<file path="config.mk">
export PLATFORM = sky130hd
export DESIGN_NAME = tdma_rr_arbiter
export DESIGN_NICKNAME = d
export VERILOG_FILES = /design/src/rtl/tdma_arb_pkg.sv /design/src/rtl/tdma_slot_map.sv /design/src/rtl/tdma_slot_timer.sv /design/src/rtl/tdma_rr_pick.sv /design/src/rtl/tdma_rr_arbiter.sv
export SDC_FILE = /design/constraint.sdc
export NUM_CORES = 1
export LEC_CHECK = 0
export BUFFER_PORTS_ARGS = -buffer_cell sky130_fd_sc_hd__buf_2
export CAP_MARGIN = 20
export CORE_MARGIN = 2
export CORE_UTILIZATION = 59
export CTS_CLUSTER_SIZE = 16
export DETAILED_ROUTE_END_ITERATION = 6
export GPL_ROUTABILITY_DRIVEN = 0
export PLACE_DENSITY = 0.79
export SLEW_MARGIN = 20
export SYNTH_ARGS = -nofsm -noshare
export SYNTH_HDL_FRONTEND = slang
export SYNTH_SLANG_ARGS = --single-unit
</file>
<file path="constraint.sdc">
create_clock -name clk -period 2.9 [get_ports clk]
set_clock_uncertainty 0.1 [all_clocks]
set_input_delay 0.435 -clock clk [delete_from_list [all_inputs] [get_ports clk]]
set_output_delay 0.435 -clock clk [all_outputs]
set_load 0.01 [all_outputs]
</file>
<file path="src/rtl/tdma_arb_pkg.sv">
package tdma_arb_pkg;

  localparam int unsigned DEF_INITS    = 4;
  localparam int unsigned DEF_SLOTS    = 16;
  localparam int unsigned DEF_SLOT_CYC = 8;
  localparam int unsigned DEF_LAT_MIN  = 2;
  localparam int unsigned DEF_LAT_MAX  = 7;
  localparam int unsigned DEF_LAT_W    = 4;

  // Limit a value to the closed range [lo, hi].
  function automatic int unsigned clamp_range(int unsigned v, int unsigned lo, int unsigned hi);
    if (v < lo) return lo;
    if (v > hi) return hi;
    return v;
  endfunction

  // Increment with wrap at n.
  function automatic int unsigned wrap_next(int unsigned v, int unsigned n);
    return (v + 1 >= n) ? 0 : v + 1;
  endfunction

endpackage

</file>
<file path="src/rtl/tdma_slot_map.sv">
module tdma_slot_map #(
  parameter int unsigned N_SLOT = 16,
  parameter int unsigned IDX_W  = 2,
  parameter int unsigned SLOT_W = $clog2(N_SLOT)
) (
  input  logic              clk,
  input  logic              rst_n,
  input  logic              wr_en,
  input  logic [SLOT_W-1:0] wr_slot,
  input  logic              wr_used,
  input  logic [IDX_W-1:0]  wr_owner,
  input  logic [SLOT_W-1:0] rd_slot,
  output logic              rd_used,
  output logic [IDX_W-1:0]  rd_owner
);

  logic [N_SLOT-1:0] used_q;
  logic [IDX_W-1:0]  owner_q [N_SLOT];

  for (genvar s = 0; s < N_SLOT; s++) begin : g_entry
    logic hit;
    assign hit = wr_en && (wr_slot == SLOT_W'(s));

    always_ff @(posedge clk or negedge rst_n) begin
      if (!rst_n) begin
        used_q[s]  <= 1'b0;
        owner_q[s] <= '0;
      end else if (hit) begin
        used_q[s]  <= wr_used;
        owner_q[s] <= wr_owner;
      end
    end
  end

  assign rd_used  = used_q[rd_slot];
  assign rd_owner = owner_q[rd_slot];

endmodule

</file>
<file path="src/rtl/tdma_slot_timer.sv">
module tdma_slot_timer #(
  parameter int unsigned N_SLOT   = 16,
  parameter int unsigned SLOT_CYC = 8,
  parameter int unsigned SLOT_W   = $clog2(N_SLOT),
  parameter int unsigned PH_W     = $clog2(SLOT_CYC)
) (
  input  logic              clk,
  input  logic              rst_n,
  output logic              decide_o,
  output logic [PH_W-1:0]   phase_o,
  output logic [SLOT_W-1:0] wheel_o
);
  import tdma_arb_pkg::*;

  localparam logic [PH_W-1:0] PH_LAST = PH_W'(SLOT_CYC - 1);

  logic [PH_W-1:0]   phase_q;
  logic [SLOT_W-1:0] wheel_q;

  assign decide_o = (phase_q == PH_LAST);
  assign phase_o  = phase_q;
  assign wheel_o  = wheel_q;

  // Reset parks the phase at the last clock so that the first edge decides slot 0.
  always_ff @(posedge clk or negedge rst_n) begin
    if (!rst_n) begin
      phase_q <= PH_LAST;
      wheel_q <= '0;
    end else if (decide_o) begin
      phase_q <= '0;
      wheel_q <= SLOT_W'(wrap_next(int'(wheel_q), N_SLOT));
    end else begin
      phase_q <= phase_q + 1'b1;
    end
  end

endmodule

</file>
<file path="src/rtl/tdma_rr_pick.sv">
module tdma_rr_pick #(
  parameter int unsigned N_INIT = 4,
  parameter int unsigned IDX_W  = $clog2(N_INIT)
) (
  input  logic [N_INIT-1:0] req,
  input  logic [IDX_W-1:0]  start,
  output logic              found,
  output logic [IDX_W-1:0]  idx
);

  always_comb begin
    found = 1'b0;
    idx   = '0;
    for (int off = 0; off < int'(N_INIT); off++) begin
      int unsigned cand;
      cand = (int'(start) + off) % N_INIT;
      if (!found && req[cand]) begin
        found = 1'b1;
        idx   = IDX_W'(cand);
      end
    end
  end

endmodule

</file>
<file path="src/rtl/tdma_rr_arbiter.sv">
module tdma_rr_arbiter #(
  parameter int unsigned N_INIT   = tdma_arb_pkg::DEF_INITS,
  parameter int unsigned N_SLOT   = tdma_arb_pkg::DEF_SLOTS,
  parameter int unsigned SLOT_CYC = tdma_arb_pkg::DEF_SLOT_CYC,
  parameter int unsigned LAT_MIN  = tdma_arb_pkg::DEF_LAT_MIN,
  parameter int unsigned LAT_MAX  = tdma_arb_pkg::DEF_LAT_MAX,
  parameter int unsigned LAT_W    = tdma_arb_pkg::DEF_LAT_W,
  parameter int unsigned IDX_W    = $clog2(N_INIT),
  parameter int unsigned SLOT_W   = $clog2(N_SLOT)
) (
  input  logic              clk,
  input  logic              rst_n,
  input  logic [N_INIT-1:0] req_i,
  input  logic [LAT_W-1:0]  lat_i,
  input  logic              cfg_we_i,
  input  logic [SLOT_W-1:0] cfg_slot_i,
  input  logic              cfg_used_i,
  input  logic [IDX_W-1:0]  cfg_owner_i,
  output logic [N_INIT-1:0] grant_o,
  output logic [IDX_W-1:0]  grant_idx_o,
  output logic              xfer_valid_o,
  output logic [SLOT_W-1:0] slot_o
);
  import tdma_arb_pkg::*;

  localparam int unsigned PH_W = $clog2(SLOT_CYC);

  // Named internal events, also observed by the bound checker.
  logic              decide_w;
  logic [PH_W-1:0]   phase_w;
  logic [SLOT_W-1:0] wheel_w;
  logic              map_used_w;
  logic [IDX_W-1:0]  map_owner_w;
  logic              own_hit_w;
  logic              rr_found_w;
  logic [IDX_W-1:0]  rr_idx_w;
  logic [PH_W-1:0]   lat_eff_w;

  logic [IDX_W-1:0]  rr_ptr_q;
  logic [IDX_W-1:0]  gnt_idx_q;
  logic              gnt_vld_q;
  logic [PH_W-1:0]   lat_q;
  logic [SLOT_W-1:0] cur_slot_q;

  tdma_slot_timer #(
    .N_SLOT(N_SLOT), .SLOT_CYC(SLOT_CYC), .SLOT_W(SLOT_W), .PH_W(PH_W)
  ) u_timer (
    .clk(clk), .rst_n(rst_n),
    .decide_o(decide_w), .phase_o(phase_w), .wheel_o(wheel_w)
  );

  tdma_slot_map #(
    .N_SLOT(N_SLOT), .IDX_W(IDX_W), .SLOT_W(SLOT_W)
  ) u_map (
    .clk(clk), .rst_n(rst_n),
    .wr_en(cfg_we_i), .wr_slot(cfg_slot_i), .wr_used(cfg_used_i), .wr_owner(cfg_owner_i),
    .rd_slot(wheel_w), .rd_used(map_used_w), .rd_owner(map_owner_w)
  );

  tdma_rr_pick #(
    .N_INIT(N_INIT), .IDX_W(IDX_W)
  ) u_rr (
    .req(req_i), .start(rr_ptr_q), .found(rr_found_w), .idx(rr_idx_w)
  );

  assign own_hit_w = map_used_w && req_i[map_owner_w];
  assign lat_eff_w = PH_W'(clamp_range(int'(lat_i), LAT_MIN, LAT_MAX));

  always_ff @(posedge clk or negedge rst_n) begin
    if (!rst_n) begin
      rr_ptr_q   <= '0;
      gnt_idx_q  <= '0;
      gnt_vld_q  <= 1'b0;
      lat_q      <= PH_W'(LAT_MIN);
      cur_slot_q <= '0;
    end else if (decide_w) begin
      cur_slot_q <= wheel_w;
      lat_q      <= lat_eff_w;
      if (own_hit_w) begin
        gnt_vld_q <= 1'b1;
        gnt_idx_q <= map_owner_w;
      end else if (rr_found_w) begin
        gnt_vld_q <= 1'b1;
        gnt_idx_q <= rr_idx_w;
        rr_ptr_q  <= IDX_W'(wrap_next(int'(rr_idx_w), N_INIT));
      end else begin
        gnt_vld_q <= 1'b0;
        gnt_idx_q <= '0;
      end
    end
  end

  always_comb begin
    grant_o = '0;
    if (gnt_vld_q) grant_o[gnt_idx_q] = 1'b1;
  end

  assign grant_idx_o  = gnt_idx_q;
  assign xfer_valid_o = gnt_vld_q && (phase_w == lat_q);
  assign slot_o       = cur_slot_q;

endmodule

</file>
==> metrics.sh, run 1 <==
DOMINANTREGCELLSYNTH='dfrtp_1'
INITIAL_CORE_UTIL=0.606
CLOCK-SINKS=67
POST_SYNTH_MAIN_AREA_CONTRIBUTORS='dfrtp_1 (48%), mux2_2 (18%), mux4_2 (6.8%)'
WORSTMARGINPINSLEW_PS=838
IO_BUFFER_COUNT=28
DRT_FIRST_ITER_VIOLATIONS=189
POST_CTS.RESIZED_INSTANCES=0
ROUTE.DETAILED.VIAS_PER_INST=5.80
CRITICAL_PATH.REG2REG.STARTPOINT='u_timer.wheel_o[1]'
TRITONCTS.NUM_BUFFERS=9
LAYOUT_NET_COUNT=316
DIE_HEIGHT_UM=79.0
CORE-AREA_UM2=5470
YS_TYPES=38
MAXCLOCKFREQUENCY_MHz=407
ROWS=27
SLEW_VIOLATIONS=0
HIGHEST_LAYER='met4'
REQUIRED_PS=3030
CTS.CLK_SLEW.WORST_PATHS_PS=70
CLOCK_LATENCY_PS=340
GRT_PASS1_WL_MM=11.1
DRT-PASS1-ITER-COUNT=6
SYNTH-SEQ-AREA-SHARE=0.507
GRT_MAX_DEGREE=68
PATH_CLASS='reg2reg'
MAX-SLEW-MARGIN-REL=0.442
CRITPATHMAXSTAGEDELAY_PS=730
SYNTH_ENABLE_FLOP_CELLS=0
CLOCK_TREE_FROM_TRITONCTS='done'
POST-SYNTH-TOP-AREA-CELL='dfrtp_1'
POST_ROUTE_CELLS_DRIVE_ABOVE_1_SHARE=0.381
RR_WORST_DEPTH=5
CRITPATHSLOWESTCELL='dfrtp_1'
DRT-MET1-WL_MM=3.09
TIMING.MAX_CAP.VIOLATIONS=0
PERIOD_MINUS_SLACK_PS=2450
GLOBAL_ROUTE.OVERFLOW_TOTAL=0
VIAS=2153
GRT_SETUP_UNREPAIRED='no'
CP_NUM_BUF_INV=0
CRIT-REG2REG-CAPTURE='grant_idx_o[1]'
ROUTED_WIRELENGTH_MM=6.44
GRT_PASS1_VIAS=2206
FINAL_HOLD_VIOL_COUNT=0
SETUP_VIOL=0
WORSTHOLDPATHTYPE='in2async'
POSTCTSSETUPREPAIRBUFS=0
NETLIST.AREA_LEADER.SHARE=0.476
FINALWORSTSETUPSLACK_PS=446
NATURE_OF_THE_CRITICAL_PATH_STARTPOINT='register'
IO-PIN-COUNT=29
DIE_X_UM=79.0
SYNTHCELLS=263
YS_ASYNC_SR_FRACTION=1.00
PATH_CELLS='mux4_2, a22o_1, o211ai_2, a21boi_0, mux2_2'
NUMBER_OF_NETS_IN_THE_SYNTHESIZED_NETLIST=284
CELLPOWERDENSITY_nW_PER_UM2=688
R2R_SETUP_SLACK_PS=450
YOSYS_WARNINGS=0
ANTENNA_FOUND_INITIAL=0
GRT_USE_TOTAL=0.236
CP_TOP_FAMILY='multiplexers'
TIMING.CRITICAL_PATH.ARRIVAL_PS=2590
CRITICAL_PATH_ENDPOINT_CATEGORY='register'
LAYOUT_WORST_PATH_CYCLE_SHARE=0.846
DRC_ERRORS=0
SYN_AREA_UM2=3310
DP_WORST_SLACK_PS=474
MET3_WIRELENGTH_UM=208
TOTALNEGATIVESETUPSLACK_PS=0
PATH_MAX_FANOUT=15
CLK_ROOT_BUFFER_CELL='clkbuf_8'
CELLLEAKAGEPOWER_nW=1.63
WL_PER_CELL_UM=17.4
CLOCK_PATH_BUFFERS=2
FINAL_CORE_UTIL=0.682
SYNTH.AVG_CELL_AREA_UM2=12.6
DR_WL_MET2_MM=2.99
LAYOUT.FILLER_CELLS=426
SYNTH-SEQ-CELLS=67
HPWL_DETAILED_MM=4.25
LAYOUT-AREA-OVERHEAD-VS-SYNTH_PCT=12.6
CTSHTREEMAXLEVEL=3
POSTROUTEANTENNANETS=0
NUM_ANTENNA_CELLS=0
OUTCOME='complete, no violations'
DIE_AREA_UM2=6230
CTS_HOLD_BUF=0
IR_DROP_mV=0.389
==> cells in the mapped netlist (3+ instances only) <==
| cell | instances |
|---|---|
| clkbuf_1 | 7 |
| inv_1 | 8 |
| nor3b_1 | 3 |
| nor2_1 | 18 |
| and3_1 | 3 |
| dfstp_2 | 4 |
| mux2_2 | 53 |
| mux4_2 | 10 |
| nand2b_1 | 6 |
| nand2_1 | 14 |
| a21oi_1 | 6 |
| mux2i_1 | 14 |
| xor2_1 | 3 |
| nor2b_1 | 3 |
| dfrtp_1 | 63 |
| or3_1 | 3 |
| ha_1 | 3 |
| nand3_1 | 7 |
| o21ai_0 | 7 |
| nand3b_1 | 3 |
==> logic make-up after synthesis <==
group,count (synthesis),share of synthesized area
compound gates,25,0.0479
buf+inv,18,0.0234
mux,77,0.290
fa+ha+maj,3,0.0113
flops,67,0.507
simple gates,68,0.106
xor+xnor,5,0.0132
==> area by class of cell <==
| class | instances | area, um^2 | share of cell area |
|---|---|---|---|
| tap | 72 | 90.1 | 0.0241 |
| clock buffer | 14 | 183 | 0.0489 |
| timing repair buffer | 31 | 163 | 0.0436 |
| clock inverter | 1 | 30.0 | 0.00805 |
| sequential | 67 | 1680 | 0.451 |
| inverter | 8 | 30.0 | 0.00805 |
| multi-input combinational | 178 | 1560 | 0.417 |
==> worst max-delay path by stage <==
stage / start / to / slack, ps / cells past startpoint
6_report: u_timer.wheel_o[1] / grant_idx_o[1] / 450 / 5
5_1_grt: u_timer.wheel_o[1] / grant_idx_o[1] / 340 / 5
4_1_cts: u_timer.wheel_o[1] / grant_idx_o[1] / 440 / 5
3_5_place_dp: u_timer.wheel_o[1] / grant_idx_o[1] / 470 / 5
3_3_place_gp: u_timer.wheel_o[1] / grant_idx_o[1] / 550 / 5
2_1_floorplan: u_timer.wheel_o[0] / grant_idx_o[1] / 770 / 7
==> sequential cells by signal, indices dropped and copies added (netlist names) <==
signal,cells
gnt_vld_q,1
grant_idx_o,2
lat_q,3
rr_ptr_q,2
slot_o,4
u_map.owner_q,32
u_map.used_q,16
u_timer.phase_o,3
u_timer.wheel_o,4
==> layer usage <==
metal	vias to the layer above	GRT usage
met2	32	0.350
li1	1023	-
met4	0	0.121
met3	15	0.0500
met5	-	0
met1	1083	0.332
==> where the power goes <==
part | switching [mW] | internal (mW) | total [mW]
clock | 0.340 | 0.487 | 0.828
combinational | 0.218 | 0.273 | 0.491
sequential | 0.126 | 1.12 | 1.25
total | 0.685 | 1.88 | 2.57
==> per-stage QoR <==
stage | hold WS, ps | instances | total power, mW | cell area [um^2]
2_1_floorplan | 39.4 | 263 | 1.57 | 3310
3_3_place_gp | 385 | 356 | 1.72 | 3520
3_5_place_dp | 390 | 356 | 1.75 | 3520
4_1_cts | 208 | 371 | 2.58 | 3730
5_1_grt | 257 | 371 | 2.68 | 3730
6_report | 175 | 371 | 2.57 | 3730
==> cells in the final DEF, fill, tap and decap left out, drive strengths merged, types with 4 or more instances in the layout <==
master  synthesis  final
a21oi           6      6
buf             3     31
clkbuf          7     14
dfrtp          63     63
dfstp           4      4
inv             8      8
mux2           53     53
mux2i          14     14
mux4           10     10
nand2          14     14
nand2b          6      6
nand3           7      7
nor2           18     18
o21ai           7      7
Note: power is estimated with default switching activity, not from simulation.
==> run 2, diff against run 1 <==
==> constraint.sdc (replaced) <==
create_clock -name clk -period 2.45 [get_ports clk]
set_clock_uncertainty 0.1 [all_clocks]
set_input_delay 0.3675 -clock clk [delete_from_list [all_inputs] [get_ports clk]]
set_output_delay 0.3675 -clock clk [all_outputs]
set_load 0.01 [all_outputs]
==> run 2 against run 1 <==
Effect of this change:
- sequential share of layout area fell by 0.58 points
- clock-buffer cell count fell by 4
- routed wire length rose by 3.4%
- largest cell class unchanged
- fmax rose by 8.7%
- total power rose by 17%
- largest power group unchanged
- highest routed layer unchanged
==> metrics.sh, run 2 (synthesis results as in run 1) <==
POWER.TOTAL_mW=3.00  # was 2.57 mW
TIMING.MAX_CAP.VIOLATIONS=0  # unchanged
REQUIRED_PS=2610  # was 3030 ps
CRITPATHSLOWESTCELL='mux4_2'  # was dfrtp_1
LAYOUT.CELL_AREA.NON_FILLER_UM2=3780  # was 3730 um^2
MAXCLOCKFREQUENCY_MHz=443  # was 407 MHz
LAYOUT.CELLS.MOST_COMMON_LIST='dfrtp_1 (63), mux2_2 (53), buf_2 (28)'  # unchanged
CTSHTREEMAXLEVEL=3  # unchanged
PATH_CELLS='buf_4, mux2i_1, mux4_2, mux2i_1, o211ai_1, nand4b_2, o221ai_1'  # was mux4_2, a22o_1, o211ai_2, a21boi_0, mux2_2
INITIAL_CORE_UTIL=0.606  # unchanged
DETAILED_PLACE.AREA_UM2=3570  # was 3520 um^2
CORE-AREA_UM2=5470  # unchanged
DIE_HEIGHT_UM=79.0  # unchanged
CRITPATHMOSTFREQUENTCELL='mux2i_1'
POST_ROUTE_CELLS_DRIVE_ABOVE_1_SHARE=0.395  # was 0.381
CLK_ROOT_BUFFER_CELL='clkbuf_8'  # unchanged
CLOCK_LATENCY_PS=350  # was 340 ps
GLOBAL_ROUTE.OVERFLOW_TOTAL=0  # unchanged
CLOCK-SINKS=67  # unchanged
LAYOUT_WORST_PATH_CYCLE_SHARE=0.922  # was 0.846
LARGEST_REGISTER_FF_COUNT=32  # unchanged
ROWS=27  # unchanged
NUM_ANTENNA_CELLS=0  # unchanged
SETUP_VIOL=0  # unchanged
DRC_ERRORS=0  # unchanged
IO_BUFFER_COUNT=28  # unchanged
GRT_PASS1_VIAS=2242  # was 2206
PATH_CLASS='reg2reg'  # unchanged
WL_PER_CELL_UM=17.6  # was 17.4 um
CTS.CLK_SLEW.WORST_PATHS_PS=70  # about the same
CLOCK_PATH_BUFFERS=2  # unchanged
TRITONCTS.NUM_BUFFERS=9  # unchanged
FINAL_COMMON_CELL='dfrtp_1'  # unchanged
PERIOD_MINUS_SLACK_PS=2260  # was 2450 ps
TOTALNEGATIVESETUPSLACK_PS=0  # unchanged
NATURE_OF_THE_CRITICAL_PATH_STARTPOINT='register'  # unchanged
TIMING.CRITICAL_PATH.ARRIVAL_PS=2420  # was 2590 ps
SLEW_VIOLATIONS=0  # unchanged
GRT_MAX_DEGREE=32  # was 68
GRT_USE_TOTAL=0.245  # was 0.236
LAYOUT_NET_COUNT=322  # was 316
LAYOUT-AREA-OVERHEAD-VS-SYNTH_PCT=14.1  # was 12.6%
DRT-PASS1-ITER-COUNT=4  # was 6
MAX-SLEW-MARGIN-REL=0.505  # was 0.442
VIAS=2189  # was 2153
DRT_FIRST_ITER_VIOLATIONS=109  # was 189
PATH_MAX_FANOUT=13  # was 15
GRT_PASS1_WL_MM=11.4  # was 11.1 mm
CELLLEAKAGEPOWER_nW=1.65  # was 1.63 nW
HPWL_DETAILED_MM=4.77  # was 4.25 mm
WORSTHOLDPATHTYPE='in2reg'  # was in2async
IR_DROP_mV=0.547  # was 0.389 mV
GRT_SETUP_UNREPAIRED='no'  # unchanged
ANTENNA_FOUND_INITIAL=0  # unchanged
WORSTMARGINPINSLEW_PS=743  # was 838 ps
TOP_REGS='u_map.owner_q (32), u_map.used_q (16)'  # unchanged
POSTCTSSETUPREPAIRBUFS=0  # unchanged
CRITICAL_PATH_ENDPOINT_CATEGORY='register'  # unchanged
POSTROUTEANTENNANETS=0  # unchanged
DIE_X_UM=79.0  # unchanged
DIE_AREA_UM2=6230  # unchanged
ROUTED_WIRELENGTH_MM=6.66  # was 6.44 mm
OUTCOME='complete, no violations'  # unchanged
TIMING.HOLD.WS_PS=180  # was 175 ps
CRITPATHMAXSTAGEDELAY_PS=540  # was 730 ps
FINAL_HOLD_VIOL_COUNT=0  # unchanged
CELLPOWERDENSITY_nW_PER_UM2=794  # was 688 nW/um^2
REGISTERS.TOP_BY_FF_COUNT='u_map.owner_q'  # unchanged
CLOCK_TREE_FROM_TRITONCTS='done'  # unchanged
ROUTE.DETAILED.VIAS_PER_INST=5.79  # was 5.80
IO-PIN-COUNT=29  # unchanged
## run 2: layout make-up
cell class | instances | area [um^2]
inverters | 8 | 30.0
multi-input cells | 178 | 1560
well taps | 72 | 90.1
clock buffers | 10 | 138
fillers | 385 | 1690
flip-flops and latches | 67 | 1680
clock inverters | 6 | 63.8
repair buffers | 37 | 223
## run 2: path summary, 6_finish.rpt
check	from	slack (ps)	cells past startpoint	to
max	u_timer.wheel_o[0]	190	7	grant_idx_o[0]
min	lat_i[3]	180	3	lat_q[0]
max reg2reg	u_timer.wheel_o[0]	190	7	grant_idx_o[0]
min reg2reg	lat_q[1]	400	2	lat_q[1]
max in group asynchronous	rst_n	1110	3	rr_ptr_q[0]
min in group asynchronous	rst_n	510	2	u_map.used_q[3]
## run 2: critical path: cells and delay by family (launching register included)
family,cells,cell delay [ps]
muxes,3,840
DFF,1,380
and+or+nand+nor,1,200
AOI/OAI and AO/OA,2,440
buffers and inverters,1,200
## run 2: metal layers
metal | vias up | wire, um | track usage
met5 | - | 0 | 0
met1 | 1113 | 3000 | 0.330
li1 | 1031 | - | -
met3 | 10 | 221 | 0.0545
met4 | 0 | 108 | 0.0983
met2 | 35 | 3320 | 0.391
## run 2: stage by stage
step | setup WS [ps] | instances | util
2_1_floorplan | 323 | 263 | -
3_3_place_gp | 253 | 361 | 0.652
3_5_place_dp | 182 | 361 | 0.652
4_1_cts | 175 | 378 | 0.691
5_1_grt | 51.5 | 378 | 0.691
6_report | 192 | 378 | 0.691
## run 2: where the power goes
group | total [mW] | leakage (nW) | internal [mW] | switching [mW]
Combinational | 0.586 | 0.755 | 0.328 | 0.258
Clock | 0.932 | 0.0987 | 0.497 | 0.435
Sequential | 1.48 | 0.799 | 1.33 | 0.156
Total | 3.00 | 1.65 | 2.15 | 0.849
## run 2: what timing repair did
item                                   4_1_cts  5_1_grt
endpoints found under the hold margin       25        0
hold buffers                                 1        0
resized for setup                            0        0
==> run 3, diff against run 2 <==
--- a/config.mk
+++ b/config.mk
@@ -13,6 +13,7 @@
 export DETAILED_ROUTE_END_ITERATION = 6
 export GPL_ROUTABILITY_DRIVEN = 0
 export PLACE_DENSITY = 0.79
+export REMOVE_ABC_BUFFERS = 1
 export SLEW_MARGIN = 20
 export SYNTH_ARGS = -nofsm -noshare
 export SYNTH_HDL_FRONTEND = slang
==> run 3 against run 2 <==
Effect of this change:
- routed wire length shrank 1.1%
- clock power is 1% lower
- fmax is 0.45% higher
- sequential cell count unchanged
- global-route usage down 0.69 points
- highest routed layer unchanged
- cell count down 0.26%
- worst setup slack better by 10 ps
==> metrics.sh, run 3 (synthesis results as in run 1) <==
FINAL_HOLD_VIOL_COUNT=0  # unchanged
POWER.SHARE.SEQUENTIAL=0.494  # about the same
CLK_ROOT_BUFFER_CELL='clkbuf_8'  # unchanged
SLEW_VIOLATIONS=0  # unchanged
CELL_INTERNAL_PWR_mW=2.15  # about the same
ROWS=27  # unchanged
HOLDCRITSTARTPOINT='lat_i[3]'  # unchanged
WORSTMARGINPINSLEW_PS=507  # was 743 ps
CTSHTREEMAXLEVEL=3  # unchanged
CLOCK_PATH_BUFFERS=2  # unchanged
DIE_X_UM=79.0  # unchanged
PERIOD_MINUS_SLACK_PS=2250  # was 2260 ps
PLACEDCELLCOUNT=360  # was 361
SEQCELLAREA_UM2=1680  # unchanged
LAYOUT-AREA-OVERHEAD-VS-SYNTH_PCT=14.0  # was 14.1%
GLOBAL_ROUTE.OVERFLOW_TOTAL=0  # unchanged
HPWL_DETAILED_MM=4.60  # was 4.77 mm
MAXCLOCKFREQUENCY_MHz=445  # was 443 MHz
NUM_ANTENNA_CELLS=0  # unchanged
FINAL_COMMON_CELL='dfrtp_1'  # unchanged
LAYOUT.CELLS.NON_FILLER=377  # was 378
REQUIRED_PS=2590  # was 2610 ps
CELLLEAKAGEPOWER_nW=1.64  # was 1.65 nW
TIMING.MAX_CAP.VIOLATIONS=0  # unchanged
DETAILED_PLACE.AREA_UM2=3570  # about the same
GRT_MAX_DEGREE=68  # was 32
TIMING.CRITICAL_PATH.ARRIVAL_PS=2390  # was 2420 ps
TOP_REGS='u_map.owner_q (32), u_map.used_q (16)'  # unchanged
SETUP_VIOL=0  # unchanged
LARGEST_REGISTER_FF_COUNT=32  # unchanged
OUTCOME='complete, no violations'  # unchanged
GRT_USE_TOTAL=0.239  # was 0.245
DRT_FIRST_ITER_VIOLATIONS=152  # was 109
INITIAL_CORE_UTIL=0.606  # unchanged
WL_PER_CELL_UM=17.5  # was 17.6 um
MAX-SLEW-MARGIN-REL=0.662  # was 0.505
P_SW_uW=823  # was 849 uW
POSTROUTEANTENNANETS=0  # unchanged
GRT_PASS1_WL_MM=11.2  # was 11.4 mm
REGISTERS.TOP_BY_FF_COUNT='u_map.owner_q'  # unchanged
CLOCK_POWER_SHARE=0.310  # about the same
LAYOUT.FILLER_CELLS=414  # was 385
CTS.CLK_SLEW.WORST_PATHS_PS=70  # about the same
P_COMB_FRAC=0.196  # was 0.195
CLOCK_TREE_FROM_TRITONCTS='done'  # unchanged
DRC_ERRORS=0  # unchanged
CRITICAL_PATH.REG2REG.STARTPOINT='u_timer.wheel_o[0]'  # unchanged
ROUTE.DETAILED.VIAS_PER_INST=5.89  # was 5.79
CLOCK_LATENCY_PS=350  # about the same
IO-PIN-COUNT=29  # unchanged
IR_DROP_mV=0.446  # was 0.547 mV
P_SW_FRAC=0.277  # was 0.283
IO_BUFFER_COUNT=28  # unchanged
GRT_PASS1_VIAS=2300  # was 2242
VIAS=2220  # was 2189
FINALWORSTSETUPSLACK_PS=202  # was 192 ps
POST_ROUTE_CELLS_DRIVE_ABOVE_1_SHARE=0.387  # was 0.395
DRT-PASS1-ITER-COUNT=4  # unchanged
CRITICAL_PATH_ENDPOINT_CATEGORY='register'  # unchanged
LAYOUT.CELL_AREA.NON_FILLER_UM2=3780  # about the same
CRIT_PATH_START='u_timer.wheel_o[0]'  # unchanged
CELLPOWERDENSITY_nW_PER_UM2=787  # was 794 nW/um^2
LAYOUT.CELLS.MOST_COMMON_LIST='dfrtp_1 (63), mux2_2 (53), buf_2 (28)'  # unchanged
ROUTED_WIRELENGTH_MM=6.59  # was 6.66 mm
LAYOUT_WORST_PATH_CYCLE_SHARE=0.917  # was 0.922
COMBINED_AREA_OF_THE_MULTI_INPUT_LOGIC_CELLS_UM2=1560  # unchanged
DP_WORST_SLACK_PS=209  # was 182 ps
NATURE_OF_THE_CRITICAL_PATH_STARTPOINT='register'  # unchanged
WORSTHOLDPATHTYPE='in2reg'  # unchanged
ANTENNA_FOUND_INITIAL=0  # unchanged
PATH_MAX_FANOUT=16  # was 13
GRT_SETUP_UNREPAIRED='no'  # unchanged
DIE_HEIGHT_UM=79.0  # unchanged
CORE-AREA_UM2=5470  # unchanged
CLOCK-SINKS=67  # unchanged
LAYOUT_NET_COUNT=321  # was 322
DIE_AREA_UM2=6230  # unchanged
TRITONCTS.NUM_BUFFERS=9  # unchanged
PATH_CLASS='reg2reg'  # unchanged
run 3: changes by cell type in the layout (fill, tap and decap cells not counted), sizes merged:
cell / delta
clkinv: -1
clkbuf: +2
buf: -1
inv: -1
run 3: worst paths after layout:
kind	end	depth (start not counted)	slack [ps]
max reg2reg	grant_idx_o[1]	7	200
max in group asynchronous	u_timer.phase_o[2]	3	1450
min	lat_q[0]	3	190
max	grant_idx_o[1]	7	200
min in group asynchronous	rr_ptr_q[1]	3	440
min reg2reg	lat_q[1]	2	400
run 3: what timing repair did:
item	in CTS	in global routing
resized for setup	0	0
hold buffers	1	0
setup buffers	0	0
endpoints found under the hold margin	63	0
run 3: worst max-delay path: stages, from the launching register on:
cell	delay, ps
dfrtp_1	420
buf_12	170
mux2i_1	120
mux4_2	530
a22o_1	240
o211ai_2	190
a21boi_0	100
mux2_2	270
run 3: routing by layer:
layer	up-vias	routed length (um)	global-route usage	share of wire
li1	1032	-	-	-
met1	1125	2910	0.304	0.44
met2	54	3280	0.388	0.50
met3	9	301	0.0602	0.046
met4	0	94	0.107	0.014
met5	-	0	0	0
run 3: layout make-up:
type | count | share of cell area
flip-flops and latches | 67 | 0.445
clock inverters | 4 | 0.0132
repair buffers | 36 | 0.0602
inverters | 8 | 0.00794
well taps | 72 | 0.0238
clock buffers | 12 | 0.0384
multi-input cells | 178 | 0.411
run 3: power groups by stage:
stage,clock network [mW],registers (mW),logic [mW]
global route,0.980,1.49,0.639
floorplan,0,1.44,0.415
finish,0.921,1.47,0.582
global placement,0,1.47,0.563
CTS,0.935,1.47,0.588
detailed placement,0,1.49,0.586
run 3: through the flow:
step                 util  power, mW  TNS [ps]  hold WS (ps)
finish              0.691       2.97         0           192
CTS                 0.691       2.99         0           183
global placement    0.653       2.04         0           312
detailed placement  0.653       2.07         0           310
global route        0.691       3.11         0           214
floorplan               -       1.86      -174         -28.1
